**config.mk**
```make
export PLATFORM = sky130hd
export DESIGN_NAME = mdio_mgmt_ctrl
export DESIGN_NICKNAME = d
export VERILOG_FILES = /design/src/rtl/mdio_pkg.sv /design/src/rtl/mdio_clk_gen.sv /design/src/rtl/mdio_frame_engine.sv /design/src/rtl/mdio_cmd_regs.sv /design/src/rtl/mdio_mgmt_ctrl.sv
export SDC_FILE = /design/constraint.sdc
export NUM_CORES = 1
export LEC_CHECK = 0
export ABC_CLOCK_PERIOD_IN_PS = 2500
export BUFFER_PORTS_ARGS = -buffer_cell sky130_fd_sc_hd__buf_2
export CORE_ASPECT_RATIO = 0.75
export CORE_UTILIZATION = 40
export CTS_BUF_LIST = sky130_fd_sc_hd__clkbuf_4 sky130_fd_sc_hd__clkbuf_8
export DETAILED_ROUTE_END_ITERATION = 6
export PLACE_DENSITY = 0.59
export SLEW_MARGIN = 20
export SYNTH_ARGS = -nofsm -noshare
export SYNTH_HDL_FRONTEND = slang
export SYNTH_SLANG_ARGS = --single-unit
```
**constraint.sdc**
```tcl
create_clock -name clk -period 2.5 [get_ports clk]
set_input_delay 0.25 -clock clk [delete_from_list [all_inputs] [get_ports clk]]
set_output_delay 0.25 -clock clk [all_outputs]
set_load 0.01 [all_outputs]
```
**src/rtl/mdio_pkg.sv**
```systemverilog
// mdio_pkg: field positions, register offsets and frame constants shared by
// the management master. Assumes 5-bit PHY and register addresses.
package mdio_pkg;
    localparam int PHY_AW  = 5;
    localparam int REG_AW  = 5;
    localparam int DATA_W  = 16;
    localparam int PRE_LEN = 32;

    localparam logic [1:0] SOF_CODE = 2'b01;
    localparam logic [1:0] OP_READ  = 2'b10;
    localparam logic [1:0] OP_WRITE = 2'b01;
    localparam logic [1:0] TA_DRIVE = 2'b10;

    localparam logic [2:0] CMD_OFS  = 3'h0;
    localparam logic [2:0] DATA_OFS = 3'h4;

    localparam int RD_BIT  = 0;
    localparam int WR_BIT  = 1;
    localparam int REG_LSB = 4;
    localparam int PHY_LSB = 9;
endpackage

```
**src/rtl/mdio_clk_gen.sv**
```systemverilog
// mdio_clk_gen: divides clk by DIV into MDC while run is high. It flags the
// cycle in which MDC rises (sample point) and the last cycle of each bit.
// Assumes DIV is even and >= 4. MDC is held low while run is low.
module mdio_clk_gen #(
    parameter int DIV = 32
) (
    input  logic clk,
    input  logic rst_n,
    input  logic run,
    output logic mdc,
    output logic rise_tick,
    output logic bit_end
);
    localparam int CW = $clog2(DIV);
    localparam int HALF = DIV / 2;
    localparam logic [CW-1:0] HALF_M1 = CW'(HALF - 1);
    localparam logic [CW-1:0] HALF_C  = CW'(HALF);
    localparam logic [CW-1:0] LAST_C  = CW'(DIV - 1);

    logic [CW-1:0] cnt_q;

    assign rise_tick = run && (cnt_q == HALF_M1);
    assign bit_end   = run && (cnt_q == LAST_C);

    // Phase counter within one MDC period; parked at zero when idle.
    always_ff @(posedge clk) begin
        if (!rst_n || !run || bit_end)
            cnt_q <= '0;
        else
            cnt_q <= cnt_q + 1'b1;
    end

    // MDC level: high for the second half of each period.
    always_ff @(posedge clk) begin
        if (!rst_n || !run)
            mdc <= 1'b0;
        else if (rise_tick)
            mdc <= 1'b1;
        else if (bit_end)
            mdc <= 1'b0;
    end

    assert_mdc_idle_low_R6: assert property (@(posedge clk) disable iff (!rst_n)
        !run |-> !mdc);
    assert_mdc_rise_phase_R6: assert property (@(posedge clk) disable iff (!rst_n)
        $rose(mdc) |-> (cnt_q == HALF_C));
endmodule

```
**src/rtl/mdio_frame_engine.sv**
```systemverilog
// mdio_frame_engine: builds one management frame on start and shifts it out
// MSB first, one bit per MDC period. For reads it releases MDIO from the
// turnaround on and collects the data bits at the rising MDC edge.
// Assumes start is only asserted while the engine is idle.
module mdio_frame_engine
    import mdio_pkg::*;
(
    input  logic              clk,
    input  logic              rst_n,
    input  logic              start,
    input  logic              start_rd,
    input  logic [PHY_AW-1:0] phy,
    input  logic [REG_AW-1:0] regad,
    input  logic [DATA_W-1:0] wdata,
    input  logic              rise_tick,
    input  logic              bit_end,
    input  logic              mdio_in,
    output logic              active,
    output logic              finish,
    output logic              mdio_out,
    output logic              mdio_oe,
    output logic [DATA_W-1:0] rx_data
);
    localparam int TA_POS   = PRE_LEN + 4 + PHY_AW + REG_AW;
    localparam int DATA_POS = TA_POS + 2;
    localparam int FRAME    = DATA_POS + DATA_W;
    localparam int IW       = $clog2(FRAME);
    localparam logic [IW-1:0] LAST_IDX = IW'(FRAME - 1);

    logic [FRAME-1:0] frame_q;
    logic [FRAME-1:0] frame_d;
    logic [IW-1:0]    idx_q;
    logic             rd_q;

    // Frame image for the requested operation.
    always_comb begin
        frame_d = {{PRE_LEN{1'b1}}, SOF_CODE, (start_rd ? OP_READ : OP_WRITE),
                   phy, regad, (start_rd ? 2'b00 : TA_DRIVE),
                   (start_rd ? {DATA_W{1'b0}} : wdata)};
    end

    assign finish   = active && bit_end && (idx_q == LAST_IDX);
    assign mdio_out = frame_q[FRAME-1];

    // Sequencer: load, shift at each bit boundary, stop after the last bit.
    always_ff @(posedge clk) begin
        if (!rst_n) begin
            frame_q <= '0;
            idx_q   <= '0;
            rd_q    <= 1'b0;
            active  <= 1'b0;
            mdio_oe <= 1'b0;
        end else if (start && !active) begin
            frame_q <= frame_d;
            idx_q   <= '0;
            rd_q    <= start_rd;
            active  <= 1'b1;
            mdio_oe <= 1'b1;
        end else if (finish) begin
            active  <= 1'b0;
            mdio_oe <= 1'b0;
            frame_q <= '0;
        end else if (active && bit_end) begin
            frame_q <= frame_q << 1;
            idx_q   <= idx_q + 1'b1;
            mdio_oe <= !(rd_q && (int'(idx_q) + 1 >= TA_POS));
        end
    end

    // Read capture: shift in MDIO at the rising MDC edge of each data bit.
    always_ff @(posedge clk) begin
        if (!rst_n)
            rx_data <= '0;
        else if (active && rd_q && rise_tick && (int'(idx_q) >= DATA_POS))
            rx_data <= {rx_data[DATA_W-2:0], mdio_in};
    end

    assert_release_turnaround_R3: assert property (@(posedge clk) disable iff (!rst_n)
        (active && rd_q && (int'(idx_q) >= TA_POS)) |-> !mdio_oe);
    assert_idle_quiet_R1: assert property (@(posedge clk) disable iff (!rst_n)
        !active |-> !mdio_oe);
endmodule

```
**src/rtl/mdio_cmd_regs.sv**
```systemverilog
// mdio_cmd_regs: command and data registers. Accepts a command only while
// idle, raises the matching request flag (read wins over write), clears it
// on finish and stores read results. Assumes one-cycle reg_wr strobes.
module mdio_cmd_regs
    import mdio_pkg::*;
(
    input  logic              clk,
    input  logic              rst_n,
    input  logic              reg_wr,
    input  logic [2:0]        reg_addr,
    input  logic [15:0]       reg_wdata,
    input  logic              finish,
    input  logic [DATA_W-1:0] rx_data,
    output logic [15:0]       reg_rdata,
    output logic              start,
    output logic              start_rd,
    output logic [PHY_AW-1:0] tgt_phy,
    output logic [REG_AW-1:0] tgt_reg,
    output logic [DATA_W-1:0] wr_data
);
    logic [PHY_AW-1:0] phy_q;
    logic [REG_AW-1:0] reg_q;
    logic              rd_busy_q;
    logic              wr_busy_q;
    logic              busy;
    logic              cmd_sel;
    logic              data_sel;

    assign busy     = rd_busy_q | wr_busy_q;
    assign cmd_sel  = reg_wr && (reg_addr == CMD_OFS);
    assign data_sel = reg_wr && (reg_addr == DATA_OFS);
    assign start    = cmd_sel && !busy && (reg_wdata[RD_BIT] | reg_wdata[WR_BIT]);
    assign start_rd = reg_wdata[RD_BIT];
    assign tgt_phy  = reg_wdata[PHY_LSB +: PHY_AW];
    assign tgt_reg  = reg_wdata[REG_LSB +: REG_AW];

    // Address fields: updated only by a command write while idle.
    always_ff @(posedge clk) begin
        if (!rst_n) begin
            phy_q <= '0;
            reg_q <= '0;
        end else if (cmd_sel && !busy) begin
            phy_q <= tgt_phy;
            reg_q <= tgt_reg;
        end
    end

    // Request flags: set on an accepted command, cleared on frame end.
    always_ff @(posedge clk) begin
        if (!rst_n) begin
            rd_busy_q <= 1'b0;
            wr_busy_q <= 1'b0;
        end else if (finish) begin
            rd_busy_q <= 1'b0;
            wr_busy_q <= 1'b0;
        end else if (start) begin
            rd_busy_q <= start_rd;
            wr_busy_q <= !start_rd;
        end
    end

    // Data register: read result has priority over a software write.
    always_ff @(posedge clk) begin
        if (!rst_n)
            wr_data <= '0;
        else if (finish && rd_busy_q)
            wr_data <= rx_data;
        else if (data_sel)
            wr_data <= reg_wdata;
    end

    // Read-back mux for the selected register.
    always_comb begin
        reg_rdata = '0;
        if (reg_addr == CMD_OFS)
            reg_rdata = {2'b00, phy_q, reg_q, 2'b00, wr_busy_q, rd_busy_q};
        else if (reg_addr == DATA_OFS)
            reg_rdata = wr_data;
    end

    assert_single_request_R7: assert property (@(posedge clk) disable iff (!rst_n)
        $onehot0({wr_busy_q, rd_busy_q}));
    assert_busy_ignore_R8: assert property (@(posedge clk) disable iff (!rst_n)
        (busy && cmd_sel && !finish) |=> ($stable({phy_q, reg_q}) && busy));
    assert_finish_clears_R5: assert property (@(posedge clk) disable iff (!rst_n)
        finish |=> !(rd_busy_q || wr_busy_q));
endmodule

```
**src/rtl/mdio_mgmt_ctrl.sv**
```systemverilog
// mdio_mgmt_ctrl: register-mapped MDIO management master. Connects the
// register block, the frame engine and the MDC divider. Assumes an external
// pull-up on MDIO and a tristate pad driven by mdio_out/mdio_oe.
module mdio_mgmt_ctrl
    import mdio_pkg::*;
#(
    parameter int DIV = 32
) (
    input  logic        clk,
    input  logic        rst_n,
    input  logic        reg_wr,
    input  logic [2:0]  reg_addr,
    input  logic [15:0] reg_wdata,
    output logic [15:0] reg_rdata,
    output logic        mdc,
    input  logic        mdio_in,
    output logic        mdio_out,
    output logic        mdio_oe
);
    logic              start;
    logic              start_rd;
    logic [PHY_AW-1:0] tgt_phy;
    logic [REG_AW-1:0] tgt_reg;
    logic [DATA_W-1:0] wr_data;
    logic [DATA_W-1:0] rx_data;
    logic              active;
    logic              finish;
    logic              rise_tick;
    logic              bit_end;

    mdio_cmd_regs u_regs (
        .clk(clk), .rst_n(rst_n), .reg_wr(reg_wr), .reg_addr(reg_addr),
        .reg_wdata(reg_wdata), .finish(finish), .rx_data(rx_data),
        .reg_rdata(reg_rdata), .start(start), .start_rd(start_rd),
        .tgt_phy(tgt_phy), .tgt_reg(tgt_reg), .wr_data(wr_data)
    );

    mdio_frame_engine u_engine (
        .clk(clk), .rst_n(rst_n), .start(start), .start_rd(start_rd),
        .phy(tgt_phy), .regad(tgt_reg), .wdata(wr_data),
        .rise_tick(rise_tick), .bit_end(bit_end), .mdio_in(mdio_in),
        .active(active), .finish(finish), .mdio_out(mdio_out),
        .mdio_oe(mdio_oe), .rx_data(rx_data)
    );

    mdio_clk_gen #(.DIV(DIV)) u_clk (
        .clk(clk), .rst_n(rst_n), .run(active), .mdc(mdc),
        .rise_tick(rise_tick), .bit_end(bit_end)
    );
endmodule

```
After elaboration in Yosys (flattened, before gate mapping)
Cells that the tools add are included.

Equality and inequality tests: 4. Div/mod/pow operators: 0. Multipliers: 0. Mux-type cells: 17. Reductions and logical operators: 30. $lt $le $gt $ge: 2. Add/subtract/negate cells: 3. Shifts and indexed selects: 0. Bitwise logic cells: 4.

Operators by type and width (count): 2-to-1 mux 64 bit (3); 2-to-1 mux 16 bit (5); greater-or-equal comparator 32 x 7 -> 1 bit (second input constant) (1); logical AND 1 bit (14); adder 6 x 1 -> 7 bit (second input constant) (1); 2-to-1 mux 1 bit (7); adder 6 x 1 -> 6 bit (second input constant) (1); equality test 6 bit (second input constant) (1); greater-or-equal comparator 6 bit (second input constant) (1); nonzero test 2 bit (3); adder 5 x 1 -> 5 bit (second input constant) (1); equality test 5 x 4 -> 1 bit (second input constant) (1); equality test 5 bit (second input constant) (1); logical NOT 1 bit (5); 2-to-1 mux 2 bit (2); OR reduction 2 bit (2); equality test 3 bit (second input constant) (1); logical NOT 3 bit (1); nonzero test 3 bit (1); OR reduction 3 bit (1); logical OR 1 bit (2); inverter 1 bit (2); bitwise OR 1 bit (2); AND reduction 2 bit (1).

Memories: 0. Output and inout bits: 19. Bits in latches: 0. Bits in writable memories: 0. ROM bits: 0. Word-level logic and storage cells: 74. Register bits: 123.

Logic depth before layout (Yosys ltp)
Depth in word-level cells: 7. Gate-level depth with buffers: 10.

Hierarchy
Synthesis repeated with hierarchy kept, for this count alone.

Cells, all modules: 585. Area total of the unflattened synthesis: 5343.9 sq um.

By module, submodules not included: mdio_frame_engine (area each 3530.9 sq um, cells an instance 367, seq. area each 1781.7 sq um, times used 1); mdio_cmd_regs (area each 1544.0 sq um, cells an instance 192, seq. area each 560.5 sq um, times used 1); mdio_clk_gen (area each 269.0 sq um, cells an instance 26, seq. area each 120.1 sq um, times used 1).

Worst setup path after synthesis
No wires, ideal clock.

Kind: register to register. Start: register u_clk.cnt_q[0]. End: register u_engine.frame_q[30]. Arrival: 2137 ps. Data required time: 2430 ps. Cell stages (with the launch flop): 11. Clock period less this slack: 2208 ps. Path slack: 292 ps. Buffers on the path: 3. Setup time: 70 ps. Cell sequence: dfxtp_1 > ha_1 > and3_1 > ha_1 > nand2_1 > clkbuf_1 > a21oi_2 > and2_1 > clkbuf_1 > buf_2 > o2bb2ai_1.

Cells in the longest elaborated chain, start to end: 6. Elaborated cells between the ends (all ways): 7.

Ends and longest elaborated chain: start, declared (RTL line mdio_clk_gen.sv:20) `logic [CW-1:0] cnt_q;`; start signal, assigned (RTL line mdio_clk_gen.sv:30) `cnt_q <= cnt_q + 1'b1;`; equality test 5 bit * (RTL line mdio_clk_gen.sv:23) `assign bit_end = run && (cnt_q == LAST_C);`; logical AND 1 bit * (RTL line mdio_clk_gen.sv:23); logical AND 1 bit * (RTL line mdio_frame_engine.sv:42, mdio_frame_engine.sv:63); logical AND 1 bit (RTL line mdio_frame_engine.sv:42) `assign finish = active && bit_end && (idx_q == LAST_IDX);`; 2-to-1 mux 64 bit (RTL line mdio_frame_engine.sv:59) `end else if (finish) begin`; 2-to-1 mux 64 bit (RTL line mdio_frame_engine.sv:53) `end else if (start && !active) begin`; end signal, assigned (RTL line mdio_frame_engine.sv:54) `frame_q <= frame_d;`; end signal, assigned (RTL line mdio_frame_engine.sv:64) `frame_q <= frame_q << 1;`; end, declared (RTL line mdio_frame_engine.sv:30) `logic [FRAME-1:0] frame_q;`.

Every way passes the cells marked *; elsewhere a longest branch is shown, timed or not. A chain may end at the register's enable or synchronous reset.

Worst setup path in the final report
Start: register u_engine.idx_q[0]. End: register u_regs.wr_data[13].

Cells in the longest elaborated chain, start to end: 4. Elaborated cells between the ends (all ways): 5.

Ends and longest elaborated chain: start, declared (RTL line mdio_frame_engine.sv:32) `logic [IW-1:0] idx_q;`; start signal, assigned (RTL line mdio_frame_engine.sv:65) `idx_q <= idx_q + 1'b1;`; equality test 6 bit * (RTL line mdio_frame_engine.sv:42); logical AND 1 bit * (RTL line mdio_frame_engine.sv:42); logical AND 1 bit * (RTL line mdio_cmd_regs.sv:66) `else if (finish && rd_busy_q)`; 2-to-1 mux 16 bit / nonzero test 2 bit (equally long branches); end signal, assigned (RTL line mdio_cmd_regs.sv:67) `wr_data <= rx_data;`; end signal, assigned (RTL line mdio_cmd_regs.sv:69) `wr_data <= reg_wdata;`; end, declared (RTL line mdio_cmd_regs.sv:19) `output logic [DATA_W-1:0] wr_data`.

Marked as above.

==> flow_summary.toml <==
[synthesis]
async_flop_share = 0
synthCells = 641
ys_top_cells_by_count = "dfxtp_1 (123), nand2_1 (86), nor2_1 (76), a21oi_1 (61), o21ai_0 (42)"
yosys_warnings = 0
netlist_top_cells_area = "dfxtp_1 (45%), nand2_1 (5.9%), a21oi_1 (5.6%), o2bb2ai_1 (5.3%), nor2_1 (5.2%)"
yosysTopAreaCellShare = 0.451
synth_area_um2 = 5450
yosysMostFrequentCell = "dfxtp_1"
synth.avg_cell_area_um2 = 8.51
seq_area_frac_synth = 0.451
synth_flop_cell = "dfxtp_1"
yosysUniqueCellTypes = 49
syn_nets = 669
synth-edff-count = 0
synth_top_area_cell = "dfxtp_1"
yosys_register_bits = 123

[placement]
globalplace.congestion = 0.800
place_worst_setup_slack_ns = 0.396
portBuffers = 41
dpl.hpwl_um = 8740

[finish]
seq_area_um2 = 2460
n_fill_cell = 1274
nNetsFinal = 695
drive_gt1_frac = 0.166
multiInputGateArea_um2 = 2720
diodes = 0
area_growth_pct = 14.4

[clock_tree]
post_cts_buffers = 0
clkSinkCount = 123
clk_latency_ns = 0.45
htreeDepth = 4
clk_path_buf_depth = 2
cts_made_buffers = 17
cts.clk_slew.worst_paths_ns = 0.07
cts_tree = "done"
cts_root_buffer = "clkbuf_8"
cts_hold_buf = 0
cts_resized = 0

[timing]
tns_ns = 0
setup_slack_ns = 0.399
min_period_ns = 2.10
fmax_mhz = 476
setup_viol = 0
worst_pin_slew_ns = 0.764
skew_ns = 0.00730
fin_crit_sh = 0.841
rsz0062_at_grt = "no"
slew_violations = 0
slew_headroom = 0.489
hold_violations = 0

[power]
cellPowerDensity_nw_per_um2 = 669
peakVddDrop_mv = 0.314
leakage_nw = 2.28

[worst_setup_path]
path_cells = "ha_1, and3_1, buf_4, nand4_1, buf_4, nor2_1, a211oi_1"
arrival_ns = 2.41
slowest_stage = "dfxtp_1"
setup.worst_path.end_class = "flop"
cp_top_family = "simple AND/OR/NAND/NOR gates"
worstPathRequired_ns = 2.81
crit_fanout = 32
critPathMaxStageDelay_ns = 0.48
path_buf_inv = 2
cpMostUsedCell = "buf_4"
cp-start-kind = "flop"
path_class = "flop to flop"

[route]
drtPass1Iterations = 4
routedWlPerCell_um = 15.4
ant_nets = 0
drc = 0
drt-initial-drc-count = 284
vias = 4578
viasPerCell = 5.38
wl_um = 13100

[global_route]
grt_first_pass_wirelength_um = 21600
antenna_found_initial = 0
grt_pass1_vias = 4145
grt_overflow = 0
grt_max_degree = 59
grt_usage = 0.201

[floorplan]
start_util = 0.415
rows = 36
die_y_um = 103
core_area_um2 = 13200
io_pins = 42
die_w_um = 137
dieArea_um2 = 14100

[outcome]
status = "finished clean"

[hold_path]
hp-class = "input port to flop"

[run]
maxCapViolations = 0
final timing paths:
| check | startpoint | endpoint | slack (ns) | cells after the start |
|---|---|---|---|---|
| worst max register to register | u_engine.idx_q[0] | u_regs.wr_data[13] | 0.40 | 7 |
| worst min-delay path | reg_wdata[10] | u_regs.phy_q[1] | 0.07 | 3 |
| worst min register to register | u_clk.cnt_q[0] | u_clk.cnt_q[0] | 0.45 | 1 |
| worst max-delay path | u_engine.idx_q[0] | u_regs.wr_data[13] | 0.40 | 7 |
metrics by stage:
step / std cells / area, um^2 / util / power (mW) / hold slack, ns
CTS: 851 / 6240 / 0.474 / 4.22 / 0.0443
detailed placement: 819 / 5790 / 0.440 / 2.26 / 0.442
global placement: 819 / 5790 / 0.440 / 2.25 / 0.435
floorplan: 641 / 5450 / - / 2.19 / 0.386
global route: 851 / 6240 / 0.474 / 4.33 / 0.0504
finish: 851 / 6240 / 0.474 / 4.18 / 0.0746
cell usage in the layout (no fill, tap or decap), types with 2 or more instances in the layout:
| master | count |
|---|---|
| a21oi_1 | 61 |
| nor2_1 | 76 |
| buf_4 | 19 |
| a21boi_0 | 16 |
| inv_1 | 9 |
| a211oi_1 | 19 |
| and2_1 | 4 |
| clkinvlp_4 | 2 |
| nor3_1 | 3 |
| a21oi_2 | 10 |
| dfxtp_1 | 123 |
| o2bb2ai_1 | 33 |
| ha_1 | 5 |
| o21ai_0 | 42 |
| nand2b_1 | 2 |
| nand3_1 | 8 |
| mux2i_1 | 28 |
| nand4_1 | 3 |
| nor4_4 | 2 |
| clkbuf_8 | 20 |
| a22oi_1 | 12 |
| xnor2_1 | 3 |
| bufinv_16 | 4 |
| buf_2 | 41 |
| nor2b_1 | 10 |
| nand2_1 | 86 |
| and3_1 | 8 |
| clkinv_2 | 5 |
| or2_2 | 2 |
report_power, final:
part           internal, mW  switching [mW]  total, mW
Combinational        0.0711           0.121      0.192
Clock                  1.16           0.803       1.96
Sequential             2.00          0.0256       2.02
Total                  3.23           0.949       4.18
layer usage:
| layer | wire (um) | GRT usage | up-vias | part of all wire |
|---|---|---|---|---|
| met5 | 0 | 0 | - | 0 |
| met4 | 112 | 0.0575 | 0 | 0.0086 |
| met3 | 713 | 0.0649 | 10 | 0.055 |
| met2 | 5710 | 0.295 | 119 | 0.44 |
| met1 | 6530 | 0.280 | 2149 | 0.50 |
| li1 | - | - | 2300 | - |
worst register-to-register path, stage by stage (launching register included):
cell and delay, ns:
dfxtp_1 0.48, ha_1 0.36, and3_1 0.27, buf_4 0.25
nand4_1 0.12, buf_4 0.25, nor2_1 0.17, a211oi_1 0.06
cell type report:
class                      instances  area share
tap                              171      0.0343
multi-input combinational        455       0.435
sequential                       123       0.395
timing repair buffer              61      0.0590
clock inverter                    12      0.0271
inverter                           9     0.00542
clock buffer                      20      0.0441
cell families (layout without fill, tap and decap cells):
group	after synthesis	after routing	share of synthesized area
flip-flops	123	123	0.451
AND/OR/NAND/NOR	212	212	0.176
AO/OA/AOI/OAI	206	206	0.252
adder cells (fa/ha/maj)	5	5	0.0115
XOR/XNOR	4	4	0.00642
buffers and inverters	63	102	0.0507
multiplexers	28	28	0.0514
registers in the layout, summed over array words and instances, names as in the netlist:
| register | flops |
|---|---|
| u_engine.frame_q | 64 |
| u_engine.rx_data | 16 |
| u_regs.wr_data | 16 |
| u_engine.idx_q | 6 |
| u_clk.cnt_q | 5 |
| u_regs.phy_q | 5 |
| u_regs.reg_q | 5 |
| u_clk.mdc | 1 |
| u_engine.active | 1 |
| u_engine.mdio_oe | 1 |
| u_engine.rd_q | 1 |
| u_regs.rd_busy_q | 1 |
| u_regs.wr_busy_q | 1 |
Power figures use the tool's default switching activity.
